--- src/rtl/scp_pkg.sv ---
package scp_pkg;

    localparam int ADDR_W      = 32;
    localparam int N_SMALL     = 8;
    localparam int SMALL_LOG2  = 14;
    localparam int BIG_LOG2    = 16;
    localparam int N_REGION    = N_SMALL + 1;
    localparam int CFG_W       = (N_REGION > 2) ? N_REGION : 2;
    localparam logic [ADDR_W-1:0] SMALL_BASE = ADDR_W'(32'h000C_0000);
    localparam logic [ADDR_W-1:0] BIG_BASE   = ADDR_W'(32'h000F_0000);

    typedef enum logic [1:0] {
        FM_UNIFIED = 2'b00,
        FM_CODE    = 2'b01,
        FM_DATA    = 2'b10,
        FM_RSVD    = 2'b11
    } fill_mode_e;

    typedef enum logic [1:0] {
        SEL_MODE  = 2'd0,
        SEL_MASK  = 2'd1,
        SEL_FORCE = 2'd2,
        SEL_NONE  = 2'd3
    } cfg_sel_e;

    typedef struct packed {
        logic [ADDR_W-1:0] addr;
        logic              write;
        logic              is_data;
        logic              cacheable;
        logic              cpu;
    } bus_cyc_t;

    typedef struct packed {
        logic              fill;
        logic              wb;
        logic              block;
        logic              snoop_req;
        logic [ADDR_W-1:0] addr;
    } decision_t;

    function automatic logic mode_allows(fill_mode_e m, logic is_data);
        case (m)
            FM_CODE: return !is_data;
            FM_DATA: return is_data;
            default: return 1'b1;
        endcase
    endfunction

endpackage

--- src/rtl/scp_cfg_regs.sv ---
module scp_cfg_regs
    import scp_pkg::*;
(
    input  logic                clk,
    input  logic                rst,
    input  logic                we,
    input  logic [1:0]          sel,
    input  logic [CFG_W-1:0]    wdata,
    output fill_mode_e          mode,
    output logic [N_REGION-1:0] mask,
    output logic                force_wt
);
    always_ff @(posedge clk) begin
        if (rst) begin
            mode     <= FM_UNIFIED;
            mask     <= '0;
            force_wt <= 1'b0;
        end else if (we) begin
            case (cfg_sel_e'(sel))
                SEL_MODE:  mode     <= fill_mode_e'(wdata[1:0]);
                SEL_MASK:  mask     <= wdata[N_REGION-1:0];
                SEL_FORCE: force_wt <= wdata[0];
                default:   ;
            endcase
        end
    end
endmodule

--- src/rtl/scp_region_decode.sv ---
module scp_region_decode
    import scp_pkg::*;
(
    input  logic [ADDR_W-1:0]   addr,
    output logic [N_REGION-1:0] hit
);
    for (genvar i = 0; i < N_SMALL; i++) begin : g_small
        localparam logic [ADDR_W-1:0] BASE =
            SMALL_BASE + ADDR_W'(i) * ADDR_W'(1 << SMALL_LOG2);
        assign hit[i] = ((addr >> SMALL_LOG2) == (BASE >> SMALL_LOG2));
    end

    assign hit[N_SMALL] = ((addr >> BIG_LOG2) == (BIG_BASE >> BIG_LOG2));
endmodule

--- src/rtl/scp_snoop_gen.sv ---
module scp_snoop_gen
    import scp_pkg::*;
(
    input  logic              clk,
    input  logic              rst,
    input  logic              req,
    input  logic [ADDR_W-1:0] req_addr,
    output logic              snoop_n,
    output logic [ADDR_W-1:0] snoop_addr
);
    always_ff @(posedge clk) begin
        if (rst) begin
            snoop_n    <= 1'b1;
            snoop_addr <= '0;
        end else begin
            snoop_n <= !req;
            if (req) snoop_addr <= req_addr;
        end
    end
endmodule

--- src/rtl/shadow_cache_policy.sv ---
module shadow_cache_policy
    import scp_pkg::*;
(
    input  logic              clk,
    input  logic              rst,
    input  logic              cfg_we,
    input  logic [1:0]        cfg_sel,
    input  logic [CFG_W-1:0]  cfg_wdata,
    input  logic              cyc_valid,
    input  logic [ADDR_W-1:0] cyc_addr,
    input  logic              cyc_write,
    input  logic              cyc_is_data,
    input  logic              cyc_cacheable,
    input  logic              cyc_cpu,
    output logic              fill_en,
    output logic              wb_hint,
    output logic              dram_wr_block,
    output logic              snoop_n,
    output logic [ADDR_W-1:0] snoop_addr
);
    fill_mode_e          mode;
    logic [N_REGION-1:0] mask;
    logic                force_wt;
    logic [N_REGION-1:0] region_hit;
    logic                prot_hit;
    logic                shadow_hit;
    bus_cyc_t            cyc;
    decision_t           nxt;
    decision_t           dec_q;

    scp_cfg_regs u_cfg (
        .clk      (clk),
        .rst      (rst),
        .we       (cfg_we),
        .sel      (cfg_sel),
        .wdata    (cfg_wdata),
        .mode     (mode),
        .mask     (mask),
        .force_wt (force_wt)
    );

    assign cyc = '{addr: cyc_addr, write: cyc_write, is_data: cyc_is_data,
                   cacheable: cyc_cacheable, cpu: cyc_cpu};

    scp_region_decode u_dec (
        .addr (cyc.addr),
        .hit  (region_hit)
    );

    assign prot_hit   = |(region_hit & mask);
    assign shadow_hit = |region_hit;

    always_comb begin
        nxt.fill      = cyc_valid && !cyc.write && cyc.cacheable &&
                        mode_allows(mode, cyc.is_data);
        nxt.block     = cyc_valid && cyc.write && prot_hit;
        nxt.wb        = cyc_valid && cyc.cacheable && !prot_hit &&
                        !(force_wt && shadow_hit);
        nxt.snoop_req = cyc_valid && cyc.write && prot_hit && cyc.cpu;
        nxt.addr      = cyc.addr;
    end

    always_ff @(posedge clk) begin
        if (rst) dec_q <= '0;
        else     dec_q <= nxt;
    end

    scp_snoop_gen u_snoop (
        .clk        (clk),
        .rst        (rst),
        .req        (dec_q.snoop_req),
        .req_addr   (dec_q.addr),
        .snoop_n    (snoop_n),
        .snoop_addr (snoop_addr)
    );

    assign fill_en       = dec_q.fill;
    assign wb_hint       = dec_q.wb;
    assign dram_wr_block = dec_q.block;
endmodule

--- config.mk ---
export PLATFORM = sky130hd
export DESIGN_NAME = shadow_cache_policy
export DESIGN_NICKNAME = d
export VERILOG_FILES = /design/src/rtl/scp_pkg.sv /design/src/rtl/scp_cfg_regs.sv /design/src/rtl/scp_region_decode.sv /design/src/rtl/scp_snoop_gen.sv /design/src/rtl/shadow_cache_policy.sv
export SDC_FILE = /design/constraint.sdc
export NUM_CORES = 1
export LEC_CHECK = 0
export BUFFER_PORTS_ARGS = -buffer_cell sky130_fd_sc_hd__buf_2
export CELL_PAD_IN_SITES_DETAIL_PLACEMENT = 1
export CELL_PAD_IN_SITES_GLOBAL_PLACEMENT = 1
export CORE_MARGIN = 2
export CORE_UTILIZATION = 41
export CTS_CLUSTER_DIAMETER = 200
export DETAILED_ROUTE_END_ITERATION = 16
export PLACE_DENSITY = 0.84
export SYNTH_ARGS = -nofsm -noshare
export SYNTH_HDL_FRONTEND = slang
export SYNTH_SLANG_ARGS = --single-unit
export TNS_END_PERCENT = 30
--- constraint.sdc ---
create_clock -name clk -period 2.86 [get_ports clk]
set_clock_uncertainty 0.2 [all_clocks]
set_input_delay 0.143 -clock clk [delete_from_list [all_inputs] [get_ports clk]]
set_output_delay 0.143 -clock clk [all_outputs]
set_load 0.01 [all_outputs]
* Yosys cells after proc, flatten, opt, wreduce, memory -nomap -nowiden
Cells that the tools add are included.
** Storage, ports and cells
- Flip-flop bits (word level) :: 81
- Input bits :: 51
** Operators by class
- Equal/unequal tests :: 13
- Multiplexer cells :: 1
- Bitwise logic cells :: 1
- Reductions and logical operators :: 21
** Operators with widths (count)
- $eq 18x6->1 const B :: 8
- $reduce_or 9->1 :: 2
- $eq 16x4->1 const B :: 1
- $logic_and 1x1->1 :: 10
- $and 9x9->9 :: 1
- $reduce_and 2->1 :: 3
- $logic_not 1->1 :: 5
- $eq 2x1->1 const B :: 2
- $eq 2x2->1 const B :: 2
- $logic_not 2->1 :: 1
- $pmux 1 s2 :: 1

* Logic depth before layout (Yosys ltp)
Gate-level depths: netlist of run 1.
- Word-level depth :: 6
- Mapped depth :: 5
- Mapped depth without buffers :: 5

* Modules after synthesis
Synthesis of run 1 repeated with hierarchy kept, for this count alone.
** Second synthesis, totals
- Cell total of the unflattened synthesis :: 276
- Area total of the unflattened synthesis :: 2966.6 µm²
** Modules (own cells, without submodules)
- scp_snoop_gen :: instances 1, cells each 106, area each 1198.6 µm²
- shadow_cache_policy :: instances 1, cells each 95, area each 1088.5 µm²
- scp_cfg_regs :: instances 1, cells each 51, area each 539.3 µm²
- scp_region_decode :: instances 1, cells each 24, area each 140.1 µm²

* Least setup slack after synthesis of run 1
Ideal clock, no wire load.
- Kind :: flip-flop to flip-flop
- Start point :: register u_cfg.mask[7]
- End point :: register dec_q[32] (netlist name)
- Library setup time :: 0.122 ns
- Arrival time :: 1.261 ns
- Slack :: 1.277 ns
- Stages on the path, launching flop included :: 5
- Buffers on the path :: 0
- Clock period less this slack :: 1.583 ns
- Cell sequence :: dfxtp_1 -> mux4_2 -> mux2_2 -> a22oi_2 -> nor4b_1
** Between the ends
- Cells in the longest elaborated chain, start to end :: 4
** RTL lines
- start: declaration :: RTL line scp_cfg_regs.sv:10 : output logic [N_REGION-1:0] mask,
- start signal: assignment :: RTL line scp_cfg_regs.sv:21 : SEL_MASK: mask <= wdata[N_REGION-1:0];
- $and 9x9->9 :: RTL line shadow_cache_policy.sv:50 : assign prot_hit = |(region_hit & mask);
- $reduce_or 9->1 :: RTL line shadow_cache_policy.sv:50
- $logic_and 1x1->1 (2 in a row) :: RTL line shadow_cache_policy.sv:59 : nxt.snoop_req = cyc_valid && cyc.write && prot_hit && cyc.cpu;
- end signal: assignment :: RTL line shadow_cache_policy.sv:65 : else dec_q <= nxt;
- end: declaration :: RTL line shadow_cache_policy.sv:29 : decision_t dec_q;
No other way between the ends.
A chain may end at the register's enable or synchronous reset.

* Worst setup path after layout of run 1
- Start point :: input port cyc_addr[14]
- End point :: register dec_q[32] (netlist name)
** Between the ends
- Cells in the longest elaborated chain, start to end :: 5
- Elaborated cells on any way between the ends :: 12
- Classes of those cells :: eq/ne (8); bitwise (1); reduce/logical (3)
** RTL lines
- start: declaration :: RTL line shadow_cache_policy.sv:10 : input logic [ADDR_W-1:0] cyc_addr,
- $eq 18x6->1 :: RTL line scp_region_decode.sv:10 : assign hit[i] = ((addr >> SMALL_LOG2) == (BASE >> SMALL_LOG2));
- $and 9x9->9 (*) :: RTL line shadow_cache_policy.sv:50
- $reduce_or 9->1 (*) :: RTL line shadow_cache_policy.sv:50
- $logic_and 1x1->1 (*) (2 in a row) :: RTL line shadow_cache_policy.sv:59
Mark *: on every way between the ends. The rest lies on a longest branch, timed or not.

==> flow_summary.toml, run 1 <==
[outcome]
status = "finished, final reports clean"

[synthesis]
synth-compound-area-share_pct = 2.06
synth_area_leaders = "dfxtp_1 (59%), mux2i_1 (15%), nor2b_1 (7.6%)"
synth_top_family_by_area = "simple AND/OR/NAND/NOR gates"
synth_top_area_share_pct = 59.4
synth_seq_cells = 81
syn_area_per_cell_um2 = 11.1
yosysUniqueCellTypes = 26
synthCells = 246
muxShareOfSynthArea_pct = 17.6
synth-adder-area-share_pct = 0.916
seq_area_frac_synth_pct = 59.4
syn_area_mm2 = 0.00273
yosysTopAreaCell = "dfxtp_1"
ys.warnings.count = 0
synth_xor_area_share_pct = 0
synth_nets = 299
synth-simple-area-share_pct = 17.8

[min_path]
min_to = "u_cfg.mode[0]$_SDFFE_PP0P_"
hold_path.class = "in -> reg"
min_from = "cfg_sel[1]"
hold_depth = 4

[floorplan]
start_util_pct = 42.8
fp.dieArea_mm2 = 0.00733
core_mm2 = 0.00639
pin_count = 87
rows = 29
die_h_um = 85.6
fp.dieW_um = 85.6

[finish]
syn2layout_area_growth_pct = 41.8
fin_nets = 436
final_cell_mix = "buf_2 (86), dfxtp_1 (80), dlygate4sd3_1 (50), nor2_1 (48), mux2i_1 (42)"
fin_util_pct = 60.6
drive_gt1_share_pct = 26.9
seq_area_mm2 = 0.00162
final_common_cell = "buf_2"
multiInputGateArea_mm2 = 0.00105
nFillCells = 726
num_antenna_cells = 0

[clock_network]
clk_latency_ps = 340
cts-htree-levels = 3
cts_sinks = 81
post_cts_resized = 0
cts_root_buffer = "clkbuf_8"
clk_pin_slew_ps = 70
hold_buffers = 50
cts_tree = "yes"
clockBufferDepth = 2
cts_setup_buffers = 0
numCtsBuffers = 9

[global_route]
antenna_found_initial = 0
track_usage_pct = 20.2
grt_pass1_wl_mm = 11.3
grt_max_degree = 38
grt_overflow_total = 0
grt_pass1_vias = 2413

[worst_setup_path]
reg2reg_from = "u_cfg.mask[6]$_SDFFE_PP0P_"
r2r-end = "dec_q[32]$_SDFF_PP0_"
crit_arrival_ps = 2440
crit_required_ps = 2890
critPathLaunchType = "input port"
endpoint_kind = "register"
r2r_setup_slack_ps = 630
worst-path-max-fanout = 3
r2r_cells = 5
path_class = "in -> reg"

[timing]
min_period_ps = 2410
drv_slew = 0
setup_tns_ps = 0
rsz0062_at_grt = "no"
max_freq_mhz = 416
period_share_pct = 84.1
hold_viol = 0
timing.slew.headroom_pct = 56.0
setup_violations = 0
tightest_slew_ps = 660

[power]
ir_worst_vdd_mv = 0.313
p_leak_nw = 1.72
power_per_cell_area_mw_per_mm2 = 516

[routing]
via_count = 2187
final_antenna_net_count = 0
drtIter0Drc = 46
drcViolationCount = 0
wl_per_cell_um = 14.9
drt-pass1-iter-count = 4
drt-total-wl_mm = 6.89
avgViaCountPerCell = 4.72

[job]
drv_cap = 0

[placement]
dpl.hpwl_mm = 4.41
gp_congestion = 0.713
port-buffer-count = 86
==> registers in the layout (all words and copies together), names as in the netlist <==
signal              cells
dec_q                  33
dram_wr_block           1
fill_en                 1
u_cfg.force_wt          1
u_cfg.mask              9
u_cfg.mode              2
u_snoop.snoop_addr     32
u_snoop.snoop_n         1
wb_hint                 1
==> through the flow <==
| step | setup slack [ps] | std cells | total power [W] | area (um^2) | hold slack, ps |
|---|---|---|---|---|---|
| after floorplan | 1280 | 246 | 0.00125 | 2730 | 22.3 |
| after global placement | 1210 | 399 | 0.00130 | 3230 | 134 |
| after detailed placement | 1180 | 399 | 0.00130 | 3230 | 135 |
| after CTS | 473 | 463 | 0.00201 | 3870 | 9.29 |
| after global routing | 351 | 463 | 0.00208 | 3870 | 35.4 |
| final | 454 | 463 | 0.00200 | 3870 | 7.81 |
==> Yosys cell counts (all sizes together) <==
library cell	n
a211oi	1
a21oi	3
a22oi	1
and2	1
buf	6
clkbuf	7
dfxtp	81
ha	2
inv	2
mux2	1
mux2i	42
mux4	2
nand2b	2
nand3b	4
nand4	1
nor2	48
nor2b	33
nor3	2
nor3b	1
nor4	3
nor4b	1
o21ba	1
o21bai	1
==> cell families after synthesis <==
logic type | after synthesis
buf+inv | 15
fa+ha+maj | 2
flops | 81
compound gates | 7
mux | 45
simple gates | 96
==> critical path, cell delays in order <==
cell           delay [ps]
dlygate4sd3_1         520
buf_2                 140
mux4_2                500
mux2_2                300
a22oi_2               210
nor4b_1                70
dlygate4sd3_1         550
==> layout make-up <==
class	instances	area share [%]
Sequential cell	81	41.9
Multi-Input combinational cell	150	27.1
Timing Repair Buffer	139	24.6
Clock buffer	13	3.59
Tap cell	77	2.49
Inverter	2	0.194
Clock inverter	1	0.129
==> worst max-delay path by stage <==
| stage | from | endpoint | slack [ps] | cells after the start |
|---|---|---|---|---|
| after global routing | cyc_addr[14] | dec_q[32]$_SDFF_PP0_ | 350 | 7 |
| after floorplan | u_cfg.mask[7]$_SDFFE_PP0P_ | dec_q[32]$_SDFF_PP0_ | 1280 | 4 |
| final | cyc_addr[14] | dec_q[32]$_SDFF_PP0_ | 450 | 7 |
| after CTS | cyc_addr[14] | dec_q[32]$_SDFF_PP0_ | 470 | 7 |
| after detailed placement | dec_q[32]$_SDFF_PP0_ | u_snoop.snoop_addr[22]$_SDFFE_PP0P_ | 1180 | 3 |
| after global placement | cyc_addr[14] | dec_q[32]$_SDFF_PP0_ | 1210 | 5 |
==> power by group <==
part | switching [W] | internal [W]
logic | 0.0000642 | 0.0000977
registers | 0.00000973 | 0.00116
clock network | 0.000361 | 0.000306
==> routing by layer <==
metal | vias to the layer above | routed length, um | GRT usage [%]
li1 | 1079 | - | -
met1 | 1037 | 2680 | 21.1
met2 | 56 | 3800 | 38.6
met3 | 15 | 269 | 5.10
met4 | 0 | 143 | 7.50
met5 | - | 0 | 0
(Power assumes the default switching activity.)
==> run 2, diff against run 1 <==
- ABC_AREA: default -> 1
- CORE_UTILIZATION: 41 -> 32
- PLACE_DENSITY: 0.84 -> 0.75
- clock period: 2.86 -> 1.9 ns (I/O delays scaled with it)
==> flow_summary.toml, run 2 <==
[outcome]
status = "finished, final reports clean"

[placement]
post_dp_cell_area_mm2 = 0.00344
port-buffer-count = 86
dpl.hpwl_mm = 5.46
pre_cts_ws_ps = 314
gp_congestion = 0.818
dpl.cell_count = 563

[floorplan]
die_h_um = 99.5
rows = 34
pin_count = 87
core_mm2 = 0.00876
fp.dieW_um = 99.5
fp.dieArea_mm2 = 0.00989
start_util_pct = 33.3

[power]
p_leak_nw = 2.18
power_per_cell_area_mw_per_mm2 = 800
ir_worst_vdd_mv = 0.344

[worst_setup_path]
path_cells = "inv_1 > ha_1 > a211oi_2 > nor3_1 > dlygate4sd3_1"
endpoint_kind = "register"
crit_required_ps = 1940
crit_arrival_ps = 1890
cp_slowest_cell = "dlygate4sd3_1"
path_class = "reg -> reg"
critPathLaunchType = "register"
cpPeakStageDelay_ps = 540
worst-path-max-fanout = 2

[routing]
drt-pass1-iter-count = 4
drt-total-wl_mm = 8.58
final_antenna_net_count = 0
drtIter0Drc = 66
wl_per_cell_um = 13.6
via_count = 2868
drcViolationCount = 0
avgViaCountPerCell = 4.55

[synthesis]
synthCells = 380
synth-edff-count = 0
synth.most_common_cell = "nor2_1"
syn_area_mm2 = 0.00292
async_flop_share_pct = 0
ys.flop_type = "dfxtp_1"
ys.warnings.count = 0
synth_area_leaders = "dfxtp_1 (56%), nor2_1 (17%), o21ai_0 (6.9%)"
synth_top_area_share_pct = 55.6
yosysUniqueCellTypes = 25
seq_area_frac_synth_pct = 55.6
synth_seq_cells = 81
syn_area_per_cell_um2 = 7.68
netlist_top_cells_count = "nor2_1 (133), dfxtp_1 (81), inv_1 (46)"
synth_nets = 433
yosysTopAreaCell = "dfxtp_1"

[timing]
tightest_slew_ps = 359
max_freq_mhz = 541
timing.slew.headroom_pct = 76.0
min_period_ps = 1850
period_share_pct = 97.3
fin_ws_ps = 51.3
rsz0062_at_grt = "yes"
drv_slew = 0
hold_viol = 0
setup_violations = 0
setup_tns_ps = 0

[global_route]
antenna_found_initial = 0
grt_max_degree = 34
grt_pass1_wl_mm = 14.1
grt_overflow_total = 0
grt_pass1_vias = 3050
track_usage_pct = 17.9

[finish]
fin_util_pct = 48.0
num_antenna_cells = 0
instances_no_fill = 631
drive_gt1_share_pct = 22.8
design_area_mm2 = 0.00420
syn2layout_area_growth_pct = 44.1
largest_register_ff_count = 33
top_register = "dec_q"
reg.largest.list = "dec_q: 33 flops, u_snoop.snoop_addr: 32 flops, u_cfg.mask: 9 flops"
fin_nets = 571
final_common_cell = "nor2_1"
final_cell_mix = "nor2_1 (133), buf_2 (86), dfxtp_1 (81), dlygate4sd3_1 (52), inv_1 (45)"
nFillCells = 1101

[clock_network]
cts_tree = "yes"
clk_latency_ps = 340
cts_sinks = 81
clockBufferDepth = 2
cts_root_buffer = "clkbuf_8"
clk_pin_slew_ps = 80
numCtsBuffers = 9
cts_setup_buffers = 0
cts-htree-levels = 3

[job]
drv_cap = 0

[min_path]
hold_path.class = "in -> reg"
-- run 2: metal layers --
metal	part of all wire, %	up-vias	wire, um	track usage (%)
met5	0	-	0	0
met4	0.93	0	80	5.37
met3	4.2	8	356	4.64
met2	52	59	4470	32.7
met1	43	1356	3680	20.3
li1	-	1445	-	-
-- run 2: per-stage QoR --
stage	hold WS [ps]	total power [W]
detailed placement	84.0	0.00199
CTS	37.3	0.00340
floorplan	-25.7	0.00189
finish	70.2	0.00336
global placement	77.1	0.00198
global route	96.3	0.00352
-- run 2: area by class of cell --
cell class | count | area, um^2 | share of cell area (%)
Sequential cell | 81 | 1620 | 38.6
Multi-Input combinational cell | 233 | 1040 | 24.8
Timing Repair Buffer | 144 | 1010 | 24.0
Inverter | 49 | 184 | 4.38
Clock buffer | 10 | 138 | 3.27
Tap cell | 108 | 135 | 3.22
Clock inverter | 6 | 72.6 | 1.73
-- run 2: critical path, delay by kind of cell, from the launching register on --
kind	cells	cell delay, ps
buf+inv	2	610
flops	1	350
fa+ha+maj	1	300
compound gates	1	210
simple gates	1	70
-- run 2: final timing paths --
path | from | to | slack, ps | cells after the start
setup / recovery | u_cfg.mode[0]$_SDFFE_PP0P_ | fill_en$_SDFF_PP0_ | 50 | 5
hold / removal | cfg_sel[1] | u_cfg.mask[2]$_SDFFE_PP0P_ | 70 | 5
setup reg to reg | u_cfg.mode[0]$_SDFFE_PP0P_ | fill_en$_SDFF_PP0_ | 50 | 5
hold reg to reg | dec_q[8]$_SDFF_PP0_ | u_snoop.snoop_addr[8]$_SDFFE_PP0P_ | 260 | 2
-- run 2: logic make-up after synthesis --
| group | Yosys count | share of synthesized area (%) |
|---|---|---|
| fa+ha+maj | 2 | 0.858 |
| simple gates | 183 | 26.1 |
| flops | 81 | 55.6 |
| compound gates | 48 | 8.32 |
| buf+inv | 66 | 9.14 |
-- run 2: power by group --
part	leakage (nW)	switching, W	internal, W	total, W
clock	0.104	0.000659	0.000660	0.00132
combinational	1.42	0.000132	0.000148	0.000280
sequential	0.663	0.0000176	0.00175	0.00176
-- run 2: what timing repair did --
action                                  CTS  global route
endpoints found under the setup margin    0             6
hold endpoints to repair                 49             0
gates resized for setup                   0             9
hold buffers                             52             0
==> run 3, diff against run 2 <==
- CORE_UTILIZATION: 32 -> 39
- PLACE_DENSITY: 0.75 -> default
- PLACE_DENSITY_LB_ADDON: default -> 0.05
- clock period: 1.9 -> 2.4 ns (I/O delays scaled with it)
==> flow_summary.toml, run 3 (same netlist as run 2, synthesis figures left out) <==
[finish]
instances_no_fill = 628
num_antenna_cells = 0
final_common_cell = "nor2_1"
fin_nets = 578
reg.largest.list = "dec_q: 33 flops, u_snoop.snoop_addr: 32 flops, u_cfg.mask: 9 flops"
drive_gt1_share_pct = 24.4
design_area_mm2 = 0.00426
largest_register_ff_count = 33
final_cell_mix = "nor2_1 (125), buf_2 (86), dfxtp_1 (81), dlygate4sd3_1 (56), inv_1 (46)"
top_register = "dec_q"
syn2layout_area_growth_pct = 46.1

[power]
total_power_w = 0.00268
ir_worst_vdd_mv = 0.370
power_per_cell_area_mw_per_mm2 = 629
p_seq_share_pct = 52.1
p_sw_w = 0.000604
comb_power_share_pct = 8.3
p_leak_nw = 2.23
p_int_w = 0.00208
clkPwrFrac_pct = 39.6
p_sw_share_pct = 22.5

[worst_setup_path]
cp_slowest_cell = "dlygate4sd3_1"
crit_arrival_ps = 2460
path_class = "in -> reg"
reg2reg_from = "u_cfg.mask[0]$_SDFFE_PP0P_"
crit_required_ps = 2490
worst-path-max-fanout = 5
startpoint = "cyc_addr[23]"
path_cells = "dlygate4sd3_1 > buf_2 > nor2_1 > nand2_1 > nor2_4 > buf_4 > nand4_1 > nand2_1 > nor2_1 > nand2_2 > nand2_2 > nor2_2 > dlygate4sd3_1"
critPathLaunchType = "input port"
r2r_setup_slack_ps = 520
r2r_cells = 9
endpoint_kind = "register"
cpPeakStageDelay_ps = 550

[timing]
hold_viol = 0
max_freq_mhz = 421
period_share_pct = 99.0
min_period_ps = 2380
setup_violations = 0
tightest_slew_ps = 401
timing.slew.headroom_pct = 73.2
fin_ws_ps = 23.8
drv_slew = 0

[global_route]
grt_max_degree = 34
antenna_found_initial = 0
grt_pass1_vias = 3092
grt_pass1_wl_mm = 14.2
track_usage_pct = 21.5
grt_overflow_total = 0

[placement]
post_dp_cell_area_mm2 = 0.00343
gp_congestion = 0.783
dpl.cell_count = 553
port-buffer-count = 86
pre_cts_ws_ps = 771
dpl.hpwl_mm = 5.03

[floorplan]
start_util_pct = 40.2
die_h_um = 90.5
pin_count = 87
fp.dieArea_mm2 = 0.00819
fp.dieW_um = 90.5
core_mm2 = 0.00725
rows = 31

[clock_network]
cts_tree = "yes"
clk_latency_ps = 340
clockBufferDepth = 2
numCtsBuffers = 9
cts_sinks = 81
clk_pin_slew_ps = 80
cts_root_buffer = "clkbuf_8"
cts-htree-levels = 3

[routing]
via_count = 2940
avgViaCountPerCell = 4.68
drcViolationCount = 0
wl_per_cell_um = 13.9
drt-pass1-iter-count = 4
drtIter0Drc = 63
final_antenna_net_count = 0
drt-total-wl_mm = 8.74

[outcome]
status = "finished, final reports clean"

[min_path]
hold_depth = 4
hold_path.class = "in -> reg"
min_from = "cfg_sel[1]"

[job]
drv_cap = 0
[run 3: cell types whose count changed in the layout (fill, tap and decap cells not counted), sizes merged]
cell | before | now
clkinv | 2 | 4
buf | 92 | 95
dlygate4sd3 | 52 | 56
clkbuf | 10 | 9
inv | 51 | 48
bufinv | 1 | 2
[run 3: power groups by stage]
| stage | Combinational [W] | Sequential, W | Clock [W] |
|---|---|---|---|
| floorplan | 0.0000741 | 0.00142 | 0 |
| global placement | 0.000139 | 0.00143 | 0 |
| detailed placement | 0.000143 | 0.00143 | 0 |
| CTS | 0.000211 | 0.00140 | 0.00108 |
| global route | 0.000249 | 0.00140 | 0.00115 |
| finish | 0.000222 | 0.00140 | 0.00106 |
[run 3: cell type report]
cell class                 instances  area, um^2
inverter                          49         188
clock inverter                     6        83.8
tap                               99         124
timing repair buffer             151        1060
sequential                        81        1620
clock buffer                       9         124
fill                             923        2990
multi-input combinational        233        1060
[run 3: what timing repair did]
action,4_1_cts,5_1_grt
setup buffers,0,4
hold endpoints to repair,48,0
hold buffers,56,0
gates resized for setup,0,12
setup endpoints to repair,0,2
[run 3: metal layers]
metal  routed length, um  track usage [%]  vias up
met3                 269             3.84       20
met5                   0                0        -
met1                3690             24.6     1404
met4                 234             11.0        0
li1                    -                -     1455
met2                4550             38.4       61
[run 3: final timing paths]
check | to
worst max-delay path | dec_q[32]$_SDFF_PP0_
worst min register to register | u_snoop.snoop_addr[0]$_SDFFE_PP0P_
worst min-delay path | u_cfg.mask[2]$_SDFFE_PP0P_
worst max register to register | dec_q[32]$_SDFF_PP0_
[run 3: worst max-delay path, delay by kind of cell]
kind / cells / cell delay (ps)
buf+inv: 4 / 1380
simple gates: 9 / 960
[run 3: per-stage QoR]
| stage | hold slack (ps) | utilization [%] | TNS [ps] |
|---|---|---|---|
| global placement | 101 | 47.2 | 0 |
| finish | 19.3 | 58.7 | 0 |
| floorplan | -0.689 | - | 0 |
| global route | 52.7 | 58.7 | -66.4 |
| CTS | 1.68 | 57.8 | 0 |
| detailed placement | 105 | 47.2 | 0 |
